## src/rtl/conv_pkg.sv

```systemverilog
package conv_pkg;

  // Source of a period load, kept for readability of the trigger logic.
  typedef enum logic [1:0] {
    LOAD_NONE = 2'd0,
    LOAD_INIT = 2'd1,
    LOAD_BYP  = 2'd2,
    LOAD_PATH = 2'd3
  } load_src_e;

  function automatic int unsigned period_max(int unsigned code_w, int unsigned unit);
    return ((1 << code_w) - 1) * unit;
  endfunction

endpackage

```

## src/rtl/conv_trig.sv

```systemverilog
module conv_trig
  import conv_pkg::*;
(
  input  logic      clk,
  input  logic      rst_n,
  input  logic      bypass_i,
  input  logic      pc_pulse_i,
  input  logic      det_en_i,
  input  logic      clr_en_i,
  output logic      load_o,
  output load_src_e src_o,
  output logic      clr_o
);

  logic init_pend_q;
  logic byp_q;
  logic clr_q;
  logic path_ok;

  // A path change counts only when the detector is on and bypass is not active.
  assign path_ok = pc_pulse_i & det_en_i & ~bypass_i;

  always_comb begin
    src_o = LOAD_NONE;
    if (!bypass_i) begin
      if (path_ok)          src_o = LOAD_PATH;
      else if (byp_q)       src_o = LOAD_BYP;
      else if (init_pend_q) src_o = LOAD_INIT;
    end
  end

  assign load_o = (src_o != LOAD_NONE);

  always_ff @(posedge clk) begin
    if (!rst_n) begin
      init_pend_q <= 1'b1;
      byp_q       <= 1'b0;
      clr_q       <= 1'b0;
    end else begin
      init_pend_q <= 1'b0;
      byp_q       <= bypass_i;
      clr_q       <= path_ok & clr_en_i;
    end
  end

  assign clr_o = clr_q;

  // with the detector off, no clear request follows
  a_r6_no_clr_when_disabled: assert property (@(posedge clk) disable iff (!rst_n)
    !det_en_i |=> !clr_o);

  // a clear request is always preceded by an enabled path-change pulse
  a_r4_clr_has_cause: assert property (@(posedge clk) disable iff (!rst_n)
    clr_o |-> $past(pc_pulse_i && clr_en_i && !bypass_i));

  // nothing loads while bypass is held
  a_r9_no_load_in_bypass: assert property (@(posedge clk) disable iff (!rst_n)
    bypass_i |-> !load_o);

endmodule

```

## src/rtl/conv_timer.sv

```systemverilog
module conv_timer
  import conv_pkg::*;
#(
  parameter int unsigned CODE_W = 3,
  parameter int unsigned UNIT   = 256
) (
  input  logic              clk,
  input  logic              rst_n,
  input  logic              hold_i,
  input  logic              load_i,
  input  logic [CODE_W-1:0] code_i,
  input  logic              tick_i,
  output logic              fast_o
);

  localparam int unsigned MAX_LOAD = period_max(CODE_W, UNIT);
  localparam int unsigned CNT_W    = $clog2(MAX_LOAD + 1);

  logic [CNT_W-1:0] count_q;
  logic             endless_q;
  logic             fast_q;
  logic [CNT_W-1:0] load_val;

  assign load_val = CNT_W'(code_i) * CNT_W'(UNIT);

  always_ff @(posedge clk) begin
    if (!rst_n) begin
      count_q   <= '0;
      endless_q <= 1'b1;
      fast_q    <= 1'b1;
    end else if (hold_i) begin
      fast_q <= 1'b1;
    end else if (load_i) begin
      count_q   <= load_val;
      endless_q <= (code_i == '0);
      fast_q    <= 1'b1;
    end else if (fast_q && !endless_q && tick_i && count_q != '0) begin
      count_q <= count_q - 1'b1;
      if (count_q == CNT_W'(1)) fast_q <= 1'b0;
    end
  end

  assign fast_o = fast_q;

  // hold pins fast mode
  a_r9_hold_forces_fast: assert property (@(posedge clk) disable iff (!rst_n)
    hold_i |=> fast_o);

  // counter frozen across consecutive hold cycles
  a_r9_count_frozen: assert property (@(posedge clk) disable iff (!rst_n)
    hold_i |=> (count_q == $past(count_q)));

  // leaving fast mode needs a tick on the last count
  a_r5_drop_on_last_tick: assert property (@(posedge clk) disable iff (!rst_n)
    $fell(fast_o) |-> ($past(tick_i) && $past(count_q) == CNT_W'(1)));

  // endless period never ends without a new load
  a_r7_endless_holds: assert property (@(posedge clk) disable iff (!rst_n)
    (endless_q && fast_o && !load_i) |=> fast_o);

endmodule

```

## src/rtl/conv_ctrl.sv

```systemverilog
module conv_ctrl
  import conv_pkg::*;
#(
  parameter int unsigned CODE_W         = 3,
  parameter int unsigned TICKS_PER_STEP = 256
) (
  input  logic              clk,
  input  logic              rst_n,
  input  logic              bypass_i,
  input  logic              tick_i,
  input  logic              pc_pulse_i,
  input  logic              det_en_i,
  input  logic              clr_en_i,
  input  logic [CODE_W-1:0] dur_code_i,
  output logic              fast_o,
  output logic              clr_est_o
);

  logic      load;
  load_src_e load_src;

  conv_trig u_trig (
    .clk        (clk),
    .rst_n      (rst_n),
    .bypass_i   (bypass_i),
    .pc_pulse_i (pc_pulse_i),
    .det_en_i   (det_en_i),
    .clr_en_i   (clr_en_i),
    .load_o     (load),
    .src_o      (load_src),
    .clr_o      (clr_est_o)
  );

  conv_timer #(
    .CODE_W (CODE_W),
    .UNIT   (TICKS_PER_STEP)
  ) u_timer (
    .clk    (clk),
    .rst_n  (rst_n),
    .hold_i (bypass_i),
    .load_i (load),
    .code_i (dur_code_i),
    .tick_i (tick_i),
    .fast_o (fast_o)
  );

  // a clear request coincides with a freshly loaded fast period
  a_r4_clr_with_fast: assert property (@(posedge clk) disable iff (!rst_n)
    clr_est_o |-> fast_o);

  // an admitted path change always lands in fast mode
  a_r3_path_gives_fast: assert property (@(posedge clk) disable iff (!rst_n)
    (load_src == LOAD_PATH) |=> fast_o);

endmodule

```

## config.mk

```make
export PLATFORM = sky130hd
export DESIGN_NAME = conv_ctrl
export DESIGN_NICKNAME = d
export VERILOG_FILES = /design/src/rtl/conv_pkg.sv /design/src/rtl/conv_trig.sv /design/src/rtl/conv_timer.sv /design/src/rtl/conv_ctrl.sv
export SDC_FILE = /design/constraint.sdc
export NUM_CORES = 1
export LEC_CHECK = 0
export BUFFER_PORTS_ARGS = -buffer_cell sky130_fd_sc_hd__buf_4
export CAP_MARGIN = 10
export CORE_MARGIN = 4
export CORE_UTILIZATION = 50
export DETAILED_ROUTE_END_ITERATION = 10
export GPL_TIMING_DRIVEN = 0
export PLACE_DENSITY_LB_ADDON = 0.25
export SETUP_SLACK_MARGIN = 0.3
export SLEW_MARGIN = 40
export SYNTH_ARGS = -nofsm -noshare
export SYNTH_HDL_FRONTEND = slang
export SYNTH_HIERARCHICAL = 1
export SYNTH_SLANG_ARGS = --single-unit
```

## constraint.sdc

```tcl
create_clock -name clk -period 2 [get_ports clk]
set_input_delay 0.4 -clock clk [delete_from_list [all_inputs] [get_ports clk]]
set_output_delay 0.4 -clock clk [all_outputs]
set_load 0.1 [all_outputs]
```

Word-level counts from Yosys, hierarchy flattened:

Cells that the tools add are included.
Widths: inputs -> output; s select.

* input port bits: 10
* output and inout port bits: 2
* logic and storage cells: 32
* register bits after elaboration: 16

* reductions and logical operators: 12
* bitwise operators: 5
* multiplexer cells: 7
* add/subtract/negate cells: 1
* equality and inequality tests: 1

Operator list (number)
* $mux 11: 2
* $eq 11x1->1 const B: 1
* $reduce_bool 11->1: 1
* $sub 11x1->11 const B: 1
* $mux 2: 3
* $reduce_and 2->1: 3
* $reduce_bool 2->1: 2
* $and 1x1->1: 3
* $logic_and 1x1->1: 3
* $logic_not 3->1: 1
* $reduce_or 3->1: 1
* $mux 1: 2
* $not 1->1: 2
* $logic_not 1->1: 1

Longest topological paths before layout:

Gate-level depths: netlist of the first run.

* depth after elaboration: 7
* depth in mapped cells: 7
* mapped depth without buffers: 6

By module:

The synthesis of the first run kept the hierarchy.

By module, submodules not included
* conv_timer: cells each 102, instances 1, area an instance 852.1 sq um, sequential area each 260.2 sq um
* conv_trig: cells each 14, instances 1, area an instance 120.1 sq um, sequential area each 60.1 sq um

Worst setup path after synthesis of the first run:

No wires, ideal clock.

* kind: reg-to-reg
* from: reg u_timer.fast_q, in the netlist u_timer/fast_o
* to: reg u_timer.count_q[2]
* stages on the path, launching flop included: 6
* period minus slack after synthesis: 2.222 ns
* slack: -0.222 ns
* setup time: 0.116 ns
* arrival time: 2.107 ns
* data required time: 1.884 ns
* cell sequence: dfxtp_1 -> and3b_1 -> clkbuf_1 -> o21ai_0 -> o311a_1 -> a31o_1

* word-level cells in the longest chain between the ends: 5

RTL lines
* start: declaration: RTL line conv_timer.sv:21 `logic fast_q;`
* start signal: assignment: RTL line conv_timer.sv:30 `fast_q <= 1'b1;`
* start signal: assignment: RTL line conv_timer.sv:32 `fast_q <= 1'b1;`
* start signal: assignment: RTL line conv_timer.sv:36 `fast_q <= 1'b1;`
* $logic_and 1x1->1 (3 in a row): RTL line conv_timer.sv:37 `end else if (fast_q && !endless_q && tick_i && count_q != '0) begin`
* $reduce_bool 2->1 (no line)
* $reduce_and 2->1 (no line)
* end signal: assignment: RTL line conv_timer.sv:34 `count_q <= load_val;`
* end signal: assignment: RTL line conv_timer.sv:38 `count_q <= count_q - 1'b1;`
* end: declaration: RTL line conv_timer.sv:19 `logic [CNT_W-1:0] count_q;`

Every way passes these cells.
A chain may end at the register's enable or synchronous reset.

Worst setup path after layout of the first run:

* from: reg u_timer.count_q[1]
* to: reg u_timer.count_q[5]

* word-level cells in the longest chain between the ends: 4
* elaborated cells on any way between the ends: 7
* those cells by class: add/sub: 1; mux: 2; reduce/logical: 4

RTL lines
* branches (longest 4 deep; another with $sub 11x1->11)

Parallel ways; which one is timed is not known. The select of a mux whose other input is x is not followed.

==> results of run 1 <==
==> sequential cells by signal, summed over array words and instances (netlist names) <==
name and count:
u_trig/byp_q 1, u_timer/endless_q 1, u_timer/fast_o 1, u_timer/count_q 11, u_trig/clr_o 1, u_trig/init_pend_q 1
==> critical path, stage by stage (launching register included) <==
cell and delay (ps):
sky130_fd_sc_hd__dfxtp_2 350, sky130_fd_sc_hd__inv_2 80, sky130_fd_sc_hd__ha_4 130, sky130_fd_sc_hd__or3b_4 400
sky130_fd_sc_hd__buf_4 160, sky130_fd_sc_hd__o31a_1 290, sky130_fd_sc_hd__o21ai_1 200, sky130_fd_sc_hd__mux2i_1 200
==> worst paths after layout <==
check	start	to	slack [ps]
worst max-delay path	u_timer/count_q[1]	u_timer/count_q[5]	130
worst min-delay path	rst_n	u_trig/init_pend_q	280
worst max register to register	u_timer/count_q[1]	u_timer/count_q[5]	130
worst min register to register	u_timer/fast_o	u_timer/fast_o	480
==> through the flow <==
stage                     total power, mW  utilization, %  cells  hold slack (ps)  area (µm²)
after floorplan                     0.537               -    113              426         976
after global placement              0.585            61.8    149              447        1090
after detailed placement            0.590            61.8    149              467        1090
after CTS                           0.848            67.9    160              263        1200
after global routing                0.963            72.2    164              281        1270
final                               0.918            72.2    164              276        1270
==> layout make-up <==
| cell class | instances | area, µm² |
|---|---|---|
| multi-input cells | 83 | 616 |
| inverters | 8 | 32.5 |
| well taps | 25 | 31.3 |
| clock buffers | 4 | 36.3 |
| repair buffers | 22 | 178 |
| flip-flops and latches | 16 | 334 |
| fillers | 140 | 490 |
| plain buffers | 6 | 46.3 |
==> power by group through the flow <==
stage / sequential, mW / combinational [mW] / clock [mW]
detailed placement: 0.366 / 0.225 / 0
global route: 0.361 / 0.363 / 0.238
CTS: 0.357 / 0.265 / 0.226
global placement: 0.364 / 0.221 / 0
floorplan: 0.362 / 0.175 / 0
finish: 0.359 / 0.341 / 0.218
==> per-layer routing <==
metal | GRT usage [%] | up-vias
met2 | 31.8 | 50
li1 | - | 467
met1 | 22.9 | 465
met3 | 5.73 | 10
met5 | 0 | -
met4 | 6.11 | 0
==> timing repair <==
action | 4_1_cts | 5_1_grt
setup endpoints to repair | 8 | 10
gates resized for setup | 3 | 13
pin swaps | 6 | 7
setup buffers | 7 | 4
endpoints found under the hold margin | 0 | 0
==> implementation parameters, run 1 <==
Parameter                              Value

Outcome
  Status ... finished clean

Routing
  WL/cell ... ~15 µm
  Met2 routed wirelength ... 1260 µm
  Aggregate routed wire length ... 2490 µm
  Uppermost metal layer occupied by signal nets ... met4
  First-pass DRT Iterations ... 4
  Number of vias per cell ... 6.05
  Remaining antenna violation count ... 0
  Met3 WL ... between 150 and 200 µm
  Met1 wire length ... 983 µm
  Total via count after detailed routing ... 992
  Iteration-0 DRC count of the detailed router ... 37
  Remaining design rule violation count ... 0

Global route
  Global-route wire length before repair ... 3790 µm
  Initial antenna violation count ... 0
  Residual overflow from global routing ... 0
  GRT Util Overall ... 18.9%
  Largest net degree at the start of global routing ... 11
  Via count of the first global-routing pass ... 866

Floorplanning
  Die span in y ... a little over 50 µm
  Placement row count ... 15
  Floorplan Core Area ... 0.00176 mm²
  Boundary Pins ... 12
  Initial standard-cell utilization of the core ... 54.0%
  Die width ... 51.7 µm
  Area enclosed by the die boundary ... ~0.0027 mm²

Timing
  Actual transition at the worst max-transition pin ... 596 ps
  Final slew viol count ... 0
  Aggregate negative setup slack ... 0 ps
  Worst max-slew margin expressed relative to the limit ... 60.0%
  Final setup violation count ... 0
  Worst setup skew after layout ... 3.19 ps
  RSZ-0062 raised after global routing ... true
  Hold violation count in the final report ... 0
  Final cycle utilization of the critical path ... 93.4%
  Least setup slack across all paths after layout ... ~130 ps
  Maximum frequency from static timing analysis ... 535 MHz
  Time the worst path needs with I/O delays and setup ... 1870 ps

Hold path
  Hold Crit Class ... primary input to register
  Number of cells on the worst hold path ... 2

Place
  Routability-driven placement congestion ratio ... 0.877
  Port buffer count ... 11
  Final HPWL DP ... 1550 µm
  Post-Place Worst Slack ... 71.5 ps

Power
  Power spent charging and discharging nets ... 0.293 mW
  Leak ... 0.523 nW
  Share of total power in sequential cells ... 39.1%
  Total power per unit cell area ... 721 mW/mm²
  Switch share ... 31.9%
  Clk network pwr share ... 23.8%
  Comb power frac ... 37.2%
  Worst IR Drop VDD ... 0.668 mV
  Internal power ... 0.625 mW

Critical path
  Maximum fanout encountered on the critical timing path ... 3
  Worst EP required ... between 2000 and 2500 ps
  Depth of the worst register-to-register path ... 7
  Crit start category ... register
  Nature of the critical path endpoint ... register
  Crit Path Category ... register to register
  CP Data Arrival Time ... between 2000 and 2500 ps

CTS
  Maximum buffer depth of the clock tree ... 2
  Clk root buf ... sky130_fd_sc_hd__clkbuf_4
  Clock latency reported for the late side of the worst-skew pair ... 290 ps
  Clock tree from TritonCTS ... built
  Hold buffer count at cts ... 0
  Clock-pin transition on the worst setup and hold timing paths ... around 100 ps
  H-Tree Depth ... 1
  Total number of clock tree sinks ... 16
  Number of buffers inserted during clock tree synthesis ... 3

Run
  Maximum Capacitance Violations ... 0

Synthesis
  Ys Warns ... 6
  Post-synthesis instance area ... 953 µm²
  Average size of a mapped cell ... 8.44 µm²
  Number of instances in the synthesized netlist ... approximately 110
  Syn nets ... 125

Cells and area
  Antenna diode count ... 0
  Top library cells by usage in the layout, fill and taps aside ... 23 x sky130_fd_sc_hd__buf_4, 14 x sky130_fd_sc_hd__nand2_1, 11 x sky130_fd_sc_hd__dfxtp_1
  Commonest non-fill, non-tap cell in the layout ... sky130_fd_sc_hd__buf_4
  Fin nets ... 152
  Synth-to-Final Area Change ... 33.6%
  Share of post-route cells with drive strength above 1 ... a little under 40%
(Power assumes the default switching activity.)
==> inputs of run 2 (changes only) <==
Settings changed: CORE_ASPECT_RATIO set to 1.5.
==> run 2 against run 1 <==
Setup slack improved by 21 ps. Routed wire length decreased by 3.9%. Sequential share of layout area grew 1.3 points. Clock power is essentially flat. Combinational power fell by 18%. Sequential power barely moved. Register-to-register slack gained 20 ps. Critical path type unchanged. Non-clock buffer count decreased by 6. Cell area is 4.7% lower. Final cell count fell by 6.1%.
==> implementation parameters, run 2 (same netlist as run 1, synthesis figures left out) <==
Parameter                              Value

Hold path
  Source of the worst hold timing path ... rst_n
  Hold Crit Class ... primary input to register
  Number of cells on the worst hold path ... 2 (unchanged)
  Hold Crit Endpoint ... u_trig/init_pend_q

Power
  Total power per unit cell area ... 705 mW/mm² (-2.1%)
  Leak ... 0.485 nW (-7.2%)
  Worst IR Drop VDD ... 0.475 mV (-29%)

Floorplanning
  Placement row count ... 19 (+4)
  Initial standard-cell utilization of the core ... 52.1% (-2.0 points)
  Boundary Pins ... 12 (unchanged)
  Die width ... 43.7 µm (-16%)
  Die span in y ... 61.5 µm (+19%)
  Floorplan Core Area ... 0.00183 mm² (+3.8%)
  Area enclosed by the die boundary ... 0.00268 mm² (+0.55%)

Global route
  Residual overflow from global routing ... 0 (unchanged)
  GRT Util Overall ... 20.0% (+1.1 points)
  Largest net degree at the start of global routing ... 11 (unchanged)
  Via count of the first global-routing pass ... 917 (+5.9%)
  Global-route wire length before repair ... 4040 µm (+6.5%)
  Initial antenna violation count ... 0 (unchanged)

Place
  Port buffer count ... 11 (unchanged)
  Post-Place Worst Slack ... 71.0 ps (-0.594 ps)
  Area after DPL ... 0.00108 mm² (-0.46%)
  Final HPWL DP ... 1750 µm (+13%)
  Routability-driven placement congestion ratio ... 0.849 (-3.1%)

Cells and area
  Top library cells by usage in the layout, fill and taps aside ... 18 x sky130_fd_sc_hd__buf_4, 14 x sky130_fd_sc_hd__nand2_1, 11 x sky130_fd_sc_hd__dfxtp_1
  Commonest non-fill, non-tap cell in the layout ... sky130_fd_sc_hd__buf_4
  Fin nets ... 146 (-3.9%)
  Synth-to-Final Area Change ... 27.3%
  Finished layout cell area ... 0.00121 mm² (-4.7%)
  Number of fill cells in the layout ... 152 (+8.6%)
  Share of post-route cells with drive strength above 1 ... 38.3% (-0.50 points)
  Flip-flop count of the largest register, all copies and words added ... 11 (unchanged)
  Top register by number of flip-flops ... u_timer/count_q
  Antenna diode count ... 0 (unchanged)

Critical path
  List of cells traversed by the critical path ... inv_2 > ha_4 > or3b_4 > or4_4 > a2111o_1 > o21ai_2
  Worst EP required ... 2230 ps (about the same)
  Depth of the worst register-to-register path ... 6 (-1)
  RR Startpoint ... u_timer/count_q[1]
  Number of buffer and inverter stages on the critical path ... 1 (-1)
  CP Data Arrival Time ... 2080 ps (about the same)
  Worst path max stage delay ... 430 ps (+30 ps)
  Cell with the biggest individual delay on the critical path ... sky130_fd_sc_hd__or4_4
  Maximum fanout encountered on the critical timing path ... 5 (+2)
  R2r endpoint ... u_timer/count_q[6]
  Crit Path Category ... register to register
  Top delay family on crit path ... simple AND/OR/NAND/NOR gates
  Nature of the critical path endpoint ... register
  Crit start category ... register
  Worst-case register-to-register setup slack ... 150 ps (+20 ps)

Timing
  Worst setup skew after layout ... 7.62 ps (+4.43 ps)
  Final setup violation count ... 0 (unchanged)
  Maximum frequency from static timing analysis ... 541 MHz (+1.2%)
  Time the worst path needs with I/O delays and setup ... 1850 ps (-21.3 ps)
  Hold violation count in the final report ... 0 (unchanged)
  Aggregate negative setup slack ... 0 ps (unchanged)
  Final cycle utilization of the critical path ... 92.4% (-1.1 points)
  Worst max-slew margin expressed relative to the limit ... 62.7% (+2.7 points)
  Least setup slack across all paths after layout ... 152 ps (+21.3 ps)
  RSZ-0062 raised after global routing ... true
  Actual transition at the worst max-transition pin ... 554 ps (-41.7 ps)
  Final slew viol count ... 0 (unchanged)

CTS
  Number of buffers inserted during clock tree synthesis ... 3 (unchanged)
  Clk root buf ... sky130_fd_sc_hd__clkbuf_4
  H-Tree Depth ... 1 (unchanged)
  Total number of clock tree sinks ... 16 (unchanged)
  Hold buffer count at cts ... 0 (unchanged)
  Clock tree from TritonCTS ... built
  Clock latency reported for the late side of the worst-skew pair ... 290 ps (about the same)
  Clock-pin transition on the worst setup and hold timing paths ... 110 ps (about the same)
  Maximum buffer depth of the clock tree ... 2 (unchanged)

Outcome
  Status ... finished clean

Routing
  Remaining antenna violation count ... 0 (unchanged)
  Total via count after detailed routing ... 957 (-3.5%)
  Aggregate routed wire length ... 2400 µm (-3.9%)
  Iteration-0 DRC count of the detailed router ... 48 (+30%)
  Remaining design rule violation count ... 0 (unchanged)
  Number of vias per cell ... 6.21 (+2.7%)
  WL/cell ... 15.6 µm (+2.3%)
  First-pass DRT Iterations ... 4 (unchanged)

Run
  Maximum Capacitance Violations ... 0 (unchanged)
## run 2: cell types whose count changed in the layout (fill, tap and decap cells not counted), sizes merged
cell	before	now
buf	26	20
## run 2: worst max-delay path by stage
stage	start	to	cells after the start
finish	u_timer/count_q[1]	u_timer/count_q[6]	6
global placement	rst_n	u_timer/count_q[2]	6
CTS	u_timer/count_q[1]	u_timer/count_q[6]	6
floorplan	u_timer/count_q[1]	u_timer/count_q[6]	6
global route	u_timer/count_q[1]	u_timer/count_q[6]	6
detailed placement	rst_n	u_timer/count_q[2]	6
## run 2: final cells by class
class	instances	area (µm²)	area share, %
buffer	6	47.5	3.92
clock buffer	4	36.3	2.99
inverter	8	32.5	2.68
multi-input combinational	83	617	50.8
sequential	16	334	27.5
tap	21	26.3	2.16
timing repair buffer	16	120	9.90
## run 2: repair_timing
| action | in CTS | in global routing |
|---|---|---|
| setup endpoints to repair | 9 | 10 |
| pin swaps | 1 | 2 |
| setup buffers | 4 | 1 |
| resized for setup | 2 | 17 |
| cloned | 0 | 0 |
## run 2: metal layers
layer	up-vias	GRT usage, %	wire (µm)
li1	455	-	-
met2	42	37.9	1340
met5	-	0	0
met3	2	1.75	109
met4	0	9.91	21
met1	458	21.7	924
## run 2: where the power goes
part | switching (mW) | internal (mW)
registers | 0.0219 | 0.336
logic | 0.145 | 0.134
clock network | 0.108 | 0.111
## run 2: stage by stage
step / utilization (%) / total power, mW / cells / hold WS [ps]
floorplan: - / 0.537 / 113 / 426
global placement: 59.3 / 0.586 / 145 / 448
detailed placement: 59.3 / 0.593 / 145 / 456
CTS: 63.2 / 0.828 / 153 / 286
global route: 66.3 / 0.904 / 154 / 289
finish: 66.3 / 0.856 / 154 / 288
